`src/rtl/uftx_pkg.sv`:
```
package uftx_pkg;

    localparam int UFTX_DW       = 8;
    localparam int UFTX_MIN_BITS = 5;

    typedef enum logic [2:0] {
        ST_IDLE,
        ST_START,
        ST_DATA,
        ST_PARITY,
        ST_STOP,
        ST_BREAK,
        ST_GAP
    } uftx_state_e;

    typedef struct packed {
        logic [1:0] len;
        logic       par_en;
        logic       even;
        logic       stick;
        logic       two_stop;
    } uftx_cfg_t;

endpackage

```
`src/rtl/uftx_buf.sv`:
```
module uftx_buf #(
    parameter int DEPTH = 4,
    parameter int DW    = 8,
    localparam int AW   = (DEPTH > 1) ? $clog2(DEPTH) : 1,
    localparam int CW   = $clog2(DEPTH + 1)
) (
    input  logic          clk,
    input  logic          rst_n,
    input  logic          fifo_en,
    input  logic          push_valid,
    input  logic [DW-1:0] push_data,
    output logic          push_ready,
    input  logic          pop,
    output logic [DW-1:0] head_data,
    output logic          not_empty
);

    logic [DW-1:0] mem [DEPTH];
    logic [AW-1:0] wp, rp;
    logic [CW-1:0] count, cap;
    logic          do_push, do_pop;

    assign cap        = fifo_en ? CW'(DEPTH) : CW'(1);
    assign push_ready = count < cap;
    assign do_push    = push_valid && push_ready;
    assign do_pop     = pop && (count != '0);
    assign not_empty  = count != '0;
    assign head_data  = mem[rp];

    function automatic logic [AW-1:0] wrap_inc(input logic [AW-1:0] p);
        return (int'(p) == DEPTH - 1) ? '0 : p + AW'(1);
    endfunction

    always_ff @(posedge clk) begin
        if (do_push) mem[wp] <= push_data;
    end

    always_ff @(posedge clk or negedge rst_n) begin
        if (!rst_n) begin
            wp    <= '0;
            rp    <= '0;
            count <= '0;
        end else begin
            if (do_push) wp <= wrap_inc(wp);
            if (do_pop)  rp <= wrap_inc(rp);
            count <= count + CW'(do_push) - CW'(do_pop);
        end
    end

    AST_HOLD_ONE: assert property (@(posedge clk) disable iff (!rst_n)
        (!fifo_en && $past(!fifo_en) && $past(count) <= CW'(1)) |-> (count <= CW'(1)));

endmodule

```
`src/rtl/uftx_par.sv`:
```
module uftx_par
    import uftx_pkg::*;
(
    input  logic [UFTX_DW-1:0] data,
    input  uftx_cfg_t          cfg,
    output logic               par_bit
);

    logic ones_odd;

    always_comb begin
        ones_odd = 1'b0;
        for (int i = 0; i < UFTX_DW; i++) begin
            if (i < int'(cfg.len) + UFTX_MIN_BITS) ones_odd = ones_odd ^ data[i];
        end
        if (cfg.stick) par_bit = ~cfg.even;
        else if (cfg.even) par_bit = ones_odd;
        else par_bit = ~ones_odd;
    end

endmodule

```
`src/rtl/uftx_seq.sv`:
```
module uftx_seq
    import uftx_pkg::*;
#(
    parameter int TPB = 16,
    localparam int CTW = (TPB > 1) ? $clog2(TPB) : 1,
    localparam int IW  = $clog2(UFTX_DW)
) (
    input  logic               clk,
    input  logic               rst_n,
    input  logic               tick,
    input  uftx_cfg_t          cfg_in,
    input  logic               brk,
    input  logic               have_data,
    input  logic [UFTX_DW-1:0] head_data,
    input  logic               par_in,
    output logic               pop,
    output logic               tx
);

    uftx_state_e        state, state_nx;
    uftx_cfg_t          cfg_q;
    logic [CTW-1:0]     cnt;
    logic [IW-1:0]      bit_idx;
    logic               stop_idx;
    logic [UFTX_DW-1:0] sh;
    logic               par_q;
    logic               bit_end, last_data, more_stop;

    assign bit_end   = tick && (int'(cnt) == TPB - 1);
    assign last_data = int'(bit_idx) == int'(cfg_q.len) + UFTX_MIN_BITS - 1;
    assign more_stop = cfg_q.two_stop && !stop_idx;
    assign pop       = (state == ST_IDLE) && !brk && have_data;

    always_comb begin
        state_nx = state;
        unique case (state)
            ST_IDLE:   if (brk) state_nx = ST_BREAK;
                       else if (have_data) state_nx = ST_START;
            ST_START:  if (bit_end) state_nx = ST_DATA;
            ST_DATA:   if (bit_end && last_data) state_nx = cfg_q.par_en ? ST_PARITY : ST_STOP;
            ST_PARITY: if (bit_end) state_nx = ST_STOP;
            ST_STOP:   if (bit_end && !more_stop) state_nx = brk ? ST_BREAK : ST_IDLE;
            ST_BREAK:  if (!brk) state_nx = ST_GAP;
            ST_GAP:    if (bit_end) state_nx = ST_IDLE;
            default:   state_nx = ST_IDLE;
        endcase
    end

    always_ff @(posedge clk or negedge rst_n) begin
        if (!rst_n) begin
            state    <= ST_IDLE;
            cfg_q    <= '0;
            cnt      <= '0;
            bit_idx  <= '0;
            stop_idx <= 1'b0;
            sh       <= '0;
            par_q    <= 1'b0;
        end else begin
            state <= state_nx;
            if (state == ST_IDLE || state == ST_BREAK) cnt <= '0;
            else if (tick) cnt <= bit_end ? '0 : cnt + CTW'(1);
            if (pop) begin
                cfg_q    <= cfg_in;
                sh       <= head_data;
                par_q    <= par_in;
                stop_idx <= 1'b0;
            end
            if (state == ST_START && bit_end) bit_idx <= '0;
            if (state == ST_DATA && bit_end) begin
                sh      <= sh >> 1;
                bit_idx <= bit_idx + IW'(1);
            end
            if (state == ST_STOP && bit_end) stop_idx <= more_stop;
        end
    end

    always_comb begin
        unique case (state)
            ST_START:  tx = 1'b0;
            ST_DATA:   tx = sh[0];
            ST_PARITY: tx = par_q;
            ST_BREAK:  tx = 1'b0;
            default:   tx = 1'b1;
        endcase
    end

    AST_CFG_STABLE: assert property (@(posedge clk) disable iff (!rst_n)
        (state != ST_IDLE && $past(state) != ST_IDLE) |-> $stable(cfg_q));
    AST_START_FROM_IDLE: assert property (@(posedge clk) disable iff (!rst_n)
        (state == ST_START && $past(state) != ST_START) |-> $past(state) == ST_IDLE);
    AST_DATA_INDEX: assert property (@(posedge clk) disable iff (!rst_n)
        (state == ST_DATA) |-> (int'(bit_idx) <= int'(cfg_q.len) + UFTX_MIN_BITS - 1));
    AST_SECOND_STOP: assert property (@(posedge clk) disable iff (!rst_n)
        (state != ST_STOP && $past(state) == ST_STOP && $past(cfg_q.two_stop)) |-> $past(stop_idx));
    AST_BREAK_ENTRY: assert property (@(posedge clk) disable iff (!rst_n)
        (state == ST_BREAK && $past(state) != ST_BREAK)
            |-> ($past(state) == ST_IDLE || $past(state) == ST_STOP));
    AST_GAP_AFTER_BREAK: assert property (@(posedge clk) disable iff (!rst_n)
        (state != ST_BREAK && $past(state) == ST_BREAK) |-> state == ST_GAP);

endmodule

```
`src/rtl/uart_frame_tx.sv`:
```
module uart_frame_tx
    import uftx_pkg::*;
#(
    parameter int TICKS_PER_BIT = 16,
    parameter int FIFO_DEPTH    = 4
) (
    input  logic       clk,
    input  logic       rst_n,
    input  logic       baud_tick,
    input  logic       in_valid,
    input  logic [7:0] in_data,
    output logic       in_ready,
    input  logic [1:0] cfg_len,
    input  logic       cfg_par_en,
    input  logic       cfg_even,
    input  logic       cfg_stick,
    input  logic       cfg_two_stop,
    input  logic       smartcard,
    input  logic       fifo_en,
    input  logic       send_break,
    output logic       tx
);

    uftx_cfg_t          cfg_live;
    logic [UFTX_DW-1:0] head_data;
    logic               have_data, pop, par_bit;

    assign cfg_live = '{len: cfg_len, par_en: cfg_par_en, even: cfg_even,
                        stick: cfg_stick, two_stop: cfg_two_stop | smartcard};

    uftx_buf #(.DEPTH(FIFO_DEPTH), .DW(UFTX_DW)) u_buf (
        .clk(clk), .rst_n(rst_n), .fifo_en(fifo_en),
        .push_valid(in_valid), .push_data(in_data), .push_ready(in_ready),
        .pop(pop), .head_data(head_data), .not_empty(have_data)
    );

    uftx_par u_par (.data(head_data), .cfg(cfg_live), .par_bit(par_bit));

    uftx_seq #(.TPB(TICKS_PER_BIT)) u_seq (
        .clk(clk), .rst_n(rst_n), .tick(baud_tick), .cfg_in(cfg_live),
        .brk(send_break), .have_data(have_data), .head_data(head_data),
        .par_in(par_bit), .pop(pop), .tx(tx)
    );

endmodule

```
`config.mk`:
```
export PLATFORM = sky130hd
export DESIGN_NAME = uart_frame_tx
export DESIGN_NICKNAME = d
export VERILOG_FILES = /design/src/rtl/uftx_pkg.sv /design/src/rtl/uftx_buf.sv /design/src/rtl/uftx_par.sv /design/src/rtl/uftx_seq.sv /design/src/rtl/uart_frame_tx.sv
export SDC_FILE = /design/constraint.sdc
export NUM_CORES = 1
export LEC_CHECK = 0
export ABC_AREA = 1
export BUFFER_PORTS_ARGS = -buffer_cell sky130_fd_sc_hd__buf_4
export CAP_MARGIN = 20
export CELL_PAD_IN_SITES_DETAIL_PLACEMENT = 2
export CELL_PAD_IN_SITES_GLOBAL_PLACEMENT = 2
export CORE_UTILIZATION = 25
export CTS_CLUSTER_SIZE = 16
export DETAILED_ROUTE_END_ITERATION = 8
export PLACE_DENSITY = 0.54
export SLEW_MARGIN = 0
export SYNTH_ARGS = -nofsm -noshare
export SYNTH_HDL_FRONTEND = slang
export SYNTH_SLANG_ARGS = --single-unit
```
`constraint.sdc`:
```
create_clock -name clk -period 4.95 [get_ports clk]
set_input_delay 0.2475 -clock clk [delete_from_list [all_inputs] [get_ports clk]]
set_output_delay 0.2475 -clock clk [all_outputs]
set_load 0.1 [all_outputs]
```
==> results.md, run 1 <==
* Crit path kind: register to register
* Antenna-violating nets left at 0
* Die height at 116 um
* Synth Instances at ~360
* Status: complete, no violations
* Post-CTS Setup Bufs at 0
* Warnings from Yosys at 0
* # DRC at 0
* CP max stage delay at approximately 0.43 ns
* DR pass1 iterations at 4
* Slew HR at roughly two fifths
* CP max-delay cell: dfrtp_1
* H-tree depth at 3
* Final period util at 50.8%
* Syn nets at about 400
* FMAX at 398 MHz
* Initial Util at between 20% and 30%
* Ant diodes at 0
* CTS buffer count at 9
* Reg2reg setup slack at between 2 and 2.5 ns
* CTS tree: built
* FF-to-FF End: u_buf.count[2]
* Leading cell type in the layout, fill and taps excluded: nand2_1
* # rows at 41
* Number of synthesized register bits at 63
* Initial antenna violation count at 0
* Minimum clock period after layout at around 2.5 ns
* CTS clk-pin slew, worst paths at around 0.060 ns
* Commonest non-fill, non-tap cells in the layout: nand2_1 (114), inv_1 (38), nand3_1 (35), edfxtp_1 (32), dfrtp_1 (31)
* Core area at 0.0126 mm2
* Crit-path cells: inv_2 > nand2_1 > nor2_2 > nand2_1 > nor2_2 > ha_1 > inv_1 > ha_1 > inv_1 > fa_1 > xnor2_1
* Mapped Area at 0.00324 mm2
* Final Hold Fails at 0
* Finish-stage setup viols at 0
* Max FO, Critical Path at 14
* Post-synth ARST share at 49.2%
* Leak at 1.72 nW
* Setup crit end kind: register
* Syn Area/Cell at 8.95 um2
* Delay-heaviest family, CP: adder cells
* WHS at approximately 0.11 ns
* Nets at 422
* I/O pins at 23
* Area leader, netlist: edfxtp_1
* Avg WL per Cell at about 15 um
* Seq/Total Area, Yosys at roughly 54%
* CTS Hold Bufs at 1
* Synth Flop Type: edfxtp_1
* Area delta synth->final at 18.5%
* Hold depth at 1
* Post-CTS resize count at 0
* Post-synth top area share at between 20% and 30%
* Clock skew at around 0.0053 ns
* Crit path launch type: register
* First-pass GRT wire length at ~14,000 um
* Critical path buffers and inverters at 3
* DRT Wirelength at roughly 8300 um
* Die X at about 120 um
* Placer Congestion at between 0.8 and 0.9
* Worst VDD drop at about 250 uV
* Final HPWL DP at roughly 6200 um
* Vias at roughly 2.5k
* Layout cells sized above 1 at 14.0%
* RSZ-0062 raised after global routing: false
* Setup TNS at 0 ns
* Crit path arrival time at about 2.7 ns
* Vias per cell at roughly 4.4
* Post-synth cell types at 33
* Clock root buffer: clkbuf_16
* R2r startpoint: u_seq.state[0]
* Clock buffer depth at 2
* Total track usage at 14.5%
* Worst r2r path cells at 11
* Max cap viols at 0
* Number of synthesized flops with an enable pin at 32
* Clk sinks at 63
* GRT Residual Overflow at 0
* Required time worst endpoint at just over 5 ns
* Min-Delay Endpoint: u_buf.mem[0][2]
* Clock Latency Late Sink at roughly 0.33 ns
* 1st-iter DRT viols at roughly 70
* Worst slew pin tran at 0.877 ns
* Final Core Density at a little under a third
* Pwr/cell area at approximately 600 mW/mm2
* Area contributors post-synth: edfxtp_1 (30%), dfrtp_1 (24%), nand2_1 (13%)
* Final Power at roughly 2.4 mW
* Hold Crit Class: input pin to register
* Die area at about 0.013 mm2
* Hold Crit Start: in_data[2]
* Vias in the first global route at 2,724
* Largest net degree at the start of global routing at 32
* Slew Limit Fails at 0
* Port-buffer cells at 22
power breakdown:
group	total, mW	internal [mW]	switching [mW]
logic	0.944	0.300	0.644
clock network	0.605	0.382	0.223
registers	0.823	0.695	0.128
worst register-to-register path, stage by stage, from the launching register on:
cell and delay [ns]:
dfrtp_1 0.43, inv_2 0.11, nand2_1 0.09, nor2_2 0.18, nand2_1 0.09, nor2_2 0.41, ha_1 0.32, inv_1 0.06
ha_1 0.13, inv_1 0.06, fa_1 0.37, xnor2_1 0.14
state kept, by name, indices dropped and copies added (netlist names):
name,flops
u_buf.count,3
u_buf.mem,32
u_seq.cfg_q,4
u_seq.stop_idx,1
u_buf.wp,2
u_seq.par_q,1
u_seq.state,3
u_buf.rp,2
u_seq.cnt,4
u_seq.bit_idx,3
u_seq.sh,8
logic make-up after synthesis:
logic type,count (synthesis),share of synthesized area [%]
adder cells (fa/ha/maj),12,4.87
flip-flops,63,53.6
AO/OA/AOI/OAI,41,7.54
XOR/XNOR,4,1.08
AND/OR/NAND/NOR,191,25.3
buffers and inverters,51,7.61
how the worst max path moves through the flow:
| stage | end | cells after the start | slack, ns | from |
|---|---|---|---|---|
| CTS | u_buf.count[2] | 11 | 2.38 | u_seq.state[0] |
| finish | u_buf.count[2] | 11 | 2.44 | u_seq.state[0] |
| detailed placement | u_buf.count[1] | 11 | 2.40 | u_seq.state[0] |
| global placement | u_buf.count[2] | 11 | 2.50 | u_seq.state[0] |
| global route | u_buf.count[2] | 11 | 2.14 | u_seq.state[0] |
| floorplan | u_buf.count[2] | 8 | 1.42 | u_buf.count[2] |
layout make-up:
class                           count  area [um2]
Clock buffer                       10         229
Inverter                           43         169
Sequential cell                    63        1740
Multi-Input combinational cell    248        1250
Timing Repair Buffer               24         183
Clock inverter                      6        51.3
Fill cell                        1447        8780
Tap cell                          172         215
cell usage after synthesis, drive strengths merged (3+ instances only):
cell	count
a21oi	7
buf	8
dfrtp	31
edfxtp	32
ha	11
inv	43
nand2	122
nand3	38
nor2	26
o211ai	5
o21ai	21
xnor2	3
per-stage QoR:
| step | cells | setup WS, ns | instance area [um2] |
|---|---|---|---|
| 3_5_place_dp | 549 | 2.40 | 3550 |
| 3_3_place_gp | 549 | 2.50 | 3550 |
| 6_report | 566 | 2.44 | 3840 |
| 5_1_grt | 566 | 2.14 | 3840 |
| 2_1_floorplan | 362 | 1.42 | 3240 |
| 4_1_cts | 566 | 2.38 | 3840 |
per-layer routing:
layer	GRT usage, %	part of all wire, %	vias up
met3	3.03	2.2	10
li1	-	-	1243
met4	6.67	1.7	0
met5	0	0	-
met2	23.7	48	21
met1	18.3	48	1227
No activity file was read; power rests on OpenSTA's default activity.
==> inputs of run 2 (changes only) <==
--- a/config.mk
+++ b/config.mk
@@ -13,7 +13,7 @@
 export CORE_UTILIZATION = 25
 export CTS_CLUSTER_SIZE = 16
 export DETAILED_ROUTE_END_ITERATION = 8
-export PLACE_DENSITY = 0.54
+export PLACE_DENSITY = 0.56
 export SLEW_MARGIN = 0
 export SYNTH_ARGS = -nofsm -noshare
 export SYNTH_HDL_FRONTEND = slang
==> constraint.sdc (replaced) <==
create_clock -name clk -period 2.3 [get_ports clk]
set_input_delay 0.115 -clock clk [delete_from_list [all_inputs] [get_ports clk]]
set_output_delay 0.115 -clock clk [all_outputs]
set_load 0.1 [all_outputs]
==> results.md, run 2 (synthesized netlist as in run 1, its figures left out) <==
* Nets at 442
* Status: complete, no violations
* Slew HR at between 70% and 80%
* Slew Limit Fails at 0
* Met1 Use GR at between 10% and 20%
* Combinational power share at a little over two fifths
* DP Worst Slack at around 0.27 ns
* Clock share of power at a little over a quarter
* First-pass GRT wire length at 14,400 um
* Crit path launch type: register
* RSZ-0062 raised after global routing: false
* Die area at 0.0134 mm2
* Min-Delay Endpoint: u_seq.cfg_q[0]
* Leading cell type in the layout, fill and taps excluded: nand2_1
* Clock Latency Late Sink at roughly 0.34 ns
* Largest reg by FF count: u_buf.mem
* H-tree depth at 3
* CTS clk-pin slew, worst paths at ~0.060 ns
* DRT Wirelength at 8480 um
* Minimum clock period after layout at around 2.0 ns
* Reg power frac at a little under a third
* Layout cells sized above 1 at between 10% and 20%
* Core area at approximately 0.013 mm2
* Hold depth at 3
* Worst slew pin tran at between 0.4 and 0.5 ns
* Gr busiest metal: met2
* Largest net degree at the start of global routing at 32
* Initial antenna violation count at 0
* Crit path arrival time at approximately 2.3 ns
* Hold Crit Start: smartcard
* I/O pins at 23
* Max FO, Critical Path at 4
* Port-buffer cells at 22
* Final Hold Fails at 0
* Antenna-violating nets left at 0
* Worst VDD drop at 480 uV
* R2r startpoint: u_buf.count[1]
* Clock skew at between 0.005 and 0.006 ns
* Clk sinks at 63
* Top flop regs: u_buf.mem (32), u_seq.sh (8)
* Leak at 1.82 nW
* Required time worst endpoint at 2.52 ns
* Final Core Density at around 32%
* Post-CTS resize count at 0
* Avg WL per Cell at between 10 and 15 um
* Global Route met3 Usage at 4.39%
* Ant diodes at 0
* Max reg flops at 32
* Commonest non-fill, non-tap cells in the layout: nand2_1 (113), inv_1 (37), nand3_1 (35), buf_4 (33), edfxtp_1 (32)
* Worst setup path start: u_buf.count[1]
* # DRC at 0
* Clock root buffer: clkbuf_16
* # rows at 41
* Int Pwr at 3.09 mW
* Placer Congestion at 0.754
* Vias at 2,567
* Die X at ~120 um
* Hold Crit Class: input pin to register
* Setup TNS at 0 ns
* Post-Place Cell Area at 0.00365 mm2
* DR pass1 iterations at 3
* Final worst setup slack at 0.266 ns
* GRT Residual Overflow at 0
* Max cap viols at 0
* FF-to-FF End: u_buf.count[2]
* FMAX at 492 MHz
* Setup crit end kind: register
* Final Power at 5.35 mW
* Initial Util at 25.7%
* Final instance area at roughly 0.004 mm2
* Worst r2r path cells at 8
* Total track usage at between 10 and 15%
* Finish-stage setup viols at 0
* Area delta synth->final at 25.4%
* CTS tree: built
* Vias per cell at 4.38
* Crit path kind: register to register
* Switching Share at between 40 and 50%
* Met2 usage at between 20% and 30%
* CTS buffer count at 9
* Die height at around 120 um
* 1st-iter DRT viols at 74
* Final HPWL DP at a little over 6000 um
* Pwr/cell area at 1320 mW/mm2
* Final period util at 88.4%
* Vias in the first global route at 2,850
* Clock buffer depth at 2
* Switching power at around 2.3 mW
* Reg2reg setup slack at 0.27 ns
[run 2: changes by cell type in the layout (fill, tap and decap cells not counted), sizes merged]
cell / change
dlygate4sd3: +10
clkinv: -2
clkinvlp: +2
buf: +10
[run 2: final cells by class]
| type | instances | area (um2) |
|---|---|---|
| multi-input cells | 248 | 1280 |
| inverters | 43 | 169 |
| clock inverters | 6 | 71.3 |
| clock buffers | 10 | 229 |
| fillers | 1440 | 8560 |
| well taps | 172 | 215 |
| repair buffers | 44 | 358 |
| flip-flops and latches | 63 | 1740 |
[run 2: worst max path at each step]
stage,to,slack [ns],depth (start not counted)
finish,u_buf.count[2],0.27,8
global placement,u_buf.count[2],0.34,8
floorplan,u_buf.count[2],0.01,8
global route,u_buf.count[2],0.10,11
detailed placement,u_buf.count[2],0.27,8
CTS,u_buf.count[2],0.24,8
[run 2: routing by layer]
| metal | up-vias | share of wire [%] |
|---|---|---|
| met5 | - | 0 |
| met3 | 10 | 2.6 |
| li1 | 1282 | - |
| met4 | 0 | 1.5 |
| met2 | 20 | 47 |
| met1 | 1255 | 49 |
[run 2: worst max-delay path: stages (launching register included)]
cell,delay [ns]
dfrtp_1,0.44
nor3_1,0.34
nor2_2,0.09
ha_1,0.30
inv_1,0.06
ha_1,0.13
inv_1,0.05
fa_1,0.37
xnor2_1,0.14
[run 2: power by group through the flow]
| stage | clock (mW) | combinational, mW | sequential [mW] |
|---|---|---|---|
| global placement | 0 | 2.24 | 1.71 |
| global route | 1.48 | 2.60 | 1.75 |
| detailed placement | 0 | 2.30 | 1.72 |
| finish | 1.39 | 2.26 | 1.70 |
| floorplan | 0 | 1.75 | 1.66 |
| CTS | 1.42 | 2.32 | 1.71 |
[run 2: stage by stage]
| stage | hold WS, ns | instances |
|---|---|---|
| after floorplan | -0.181 | 362 |
| after global placement | 0.102 | 559 |
| after detailed placement | 0.0962 | 559 |
| after CTS | 0.0109 | 586 |
| after global routing | 0.0583 | 586 |
| final | 0.0395 | 586 |
[run 2: repair_timing]
action | CTS | global route
hold endpoints to repair | 65 | 0
hold buffers | 11 | 0
setup buffers | 0 | 0
==> inputs of run 3 (changes only) <==
==> constraint.sdc (replaced) <==
create_clock -name clk -period 2.3 [get_ports clk]
set_input_delay 0.69 -clock clk [delete_from_list [all_inputs] [get_ports clk]]
set_output_delay 0.69 -clock clk [all_outputs]
set_load 0.1 [all_outputs]
==> results.md, run 3 (synthesized netlist as in run 1, its figures left out) <==
* Worst slew pin tran at 0.419 ns
* FF-to-FF End: u_buf.count[2]
* Critical path buffers and inverters at 1
* GRT Residual Overflow at 0
* Combinational power share at a little over two fifths
* CTS buffer count at 9
* Worst r2r path cells at 8
* Commonest non-fill, non-tap cells in the layout: nand2_1 (113), inv_1 (36), nand3_1 (35), edfxtp_1 (32)
* Final Non-Filler Cells at between 500 and 600
* Setup crit end kind: output port
* Clk sinks at 63
* CP max-delay cell: dfrtp_1
* Top flop regs: u_buf.mem (32), u_seq.sh (8)
* Nets at 430
* Die area at 0.0134 mm2
* Met3 wire length at between 200 and 250 um
* Clock buffer depth at 2
* Die X at 116 um
* Total track usage at between 10% and 20%
* Status: complete, no violations
* R2r startpoint: u_buf.count[1]
* Leading cell type in the layout, fill and taps excluded: nand2_1
* Clock skew at between 0.005 and 0.006 ns
* Met2 wire len at approximately 4000 um
* Slew Limit Fails at 0
* Layout cells sized above 1 at a little under a fifth
* Placed insts at 558
* DRT Wirelength at approximately 8300 um
* Ant diodes at 0
* 1st-iter DRT viols at 48
* Final Power at 5.34 mW
* Switching Share at 42.0%
* Minimum clock period after layout at 2.19 ns
* Crit path arrival time at about 1.5 ns
* Pwr/cell area at about 1300 mW/mm2
* Max cap viols at 0
* Final Core Density at about a third
* Port-buffer cells at 22
* M1 WL at 3880 um
* Clock Latency Late Sink at 0.34 ns
* Vias in the first global route at around 2.8k
* Final period util at 95.3%
* Area delta synth->final at 22.7%
* # DRC at 0
* Vias at between 2k and 3k
* Reg2reg setup slack at 0.22 ns
* First-pass GRT wire length at around 14,000 um
* RSZ-0062 raised after global routing: false
* Clock share of power at about a quarter
* Crit path launch type: register
* FMAX at 456 MHz
* Largest net degree at the start of global routing at 32
* Clock root buffer: clkbuf_16
* Crit-path cells: nor2_1 > nand2_1 > a21oi_4 > buf_4
* Worst VDD drop at between 600 and 700 uV
* Initial Util at about a quarter
* DR pass1 iterations at 4
* Max reg flops at 32
* Final HPWL DP at about 6000 um
* Required time worst endpoint at between 1.5 and 2 ns
* Vias per cell at around 4.4
* Initial antenna violation count at 0
* # rows at 41
* Max FO, Critical Path at 4
* CTS tree: built
* CTS clk-pin slew, worst paths at 0.06 ns
* Worst setup path start: u_buf.count[1]
* Switching power at 2.24 mW
* WHS at ~0.29 ns
* Reg power frac at 31.5%
* Int Pwr at a little over 3 mW
* Hold Crit Class: input pin to asynchronous set/reset pin
* Placer Congestion at 0.739
* Delay-heaviest family, CP: flip-flops
* Leak at around 1.8 nW
* Slew HR at 72.0%
* Finish-stage setup viols at 0
* Antenna-violating nets left at 0
* Final Hold Fails at 0
* I/O pins at 23
* Largest reg by FF count: u_buf.mem
* Post-CTS resize count at 0
* Crit path kind: register to output port
* Max Used Layer: met4
* Avg WL per Cell at 14.4 um
* H-tree depth at 3
* Core area at 0.0126 mm2
* CP max stage delay at about 0.44 ns
* CTS Hold Bufs at 0
* Die height at 116 um
* Post-CTS Setup Bufs at 0
-- run 3: power by group through the flow --
stage	combinational, mW	clock (mW)	sequential [mW]
after global routing	2.67	1.44	1.73
after CTS	2.38	1.40	1.69
after floorplan	1.77	0	1.66
after global placement	2.30	0	1.70
final	2.30	1.35	1.68
after detailed placement	2.36	0	1.71
-- run 3: layer usage --
| metal | vias to the layer above | track usage (%) |
|---|---|---|
| met5 | - | 0 |
| li1 | 1253 | - |
| met4 | 0 | 5.64 |
| met1 | 1229 | 17.3 |
| met3 | 11 | 4.08 |
| met2 | 24 | 24.2 |
-- run 3: cell type report --
type,instances,area (um2)
Fill cell,1472,8650
Multi-Input combinational cell,248,1300
Inverter,43,171
Timing Repair Buffer,32,253
Clock buffer,9,225
Sequential cell,63,1740
Tap cell,172,215
Clock inverter,7,73.8
-- run 3: how the worst max path moves through the flow --
| stage | cells after the start | endpoint |
|---|---|---|
| 6_report | 4 | in_ready |
| 5_1_grt | 6 | tx |
| 4_1_cts | 4 | in_ready |
| 3_5_place_dp | 10 | u_buf.count[1] |
| 3_3_place_gp | 10 | u_buf.count[2] |
| 2_1_floorplan | 9 | u_buf.count[2] |
-- run 3: worst register-to-register path: cells and delay by family (launching register included) --
family	cells	cell delay, ns
adder cells (fa/ha/maj)	3	0.79
AND/OR/NAND/NOR	2	0.46
flip-flops	1	0.44
buffers and inverters	2	0.14
XOR/XNOR	1	0.14
-- run 3: through the flow --
stage               area [um2]  setup TNS [ns]  setup WS, ns
global route              3970               0        0.0145
global placement          3670               0         0.119
floorplan                 3280           -5.67        -0.266
finish                    3970               0         0.108
CTS                       3970               0        0.0634
detailed placement        3670               0        0.0804
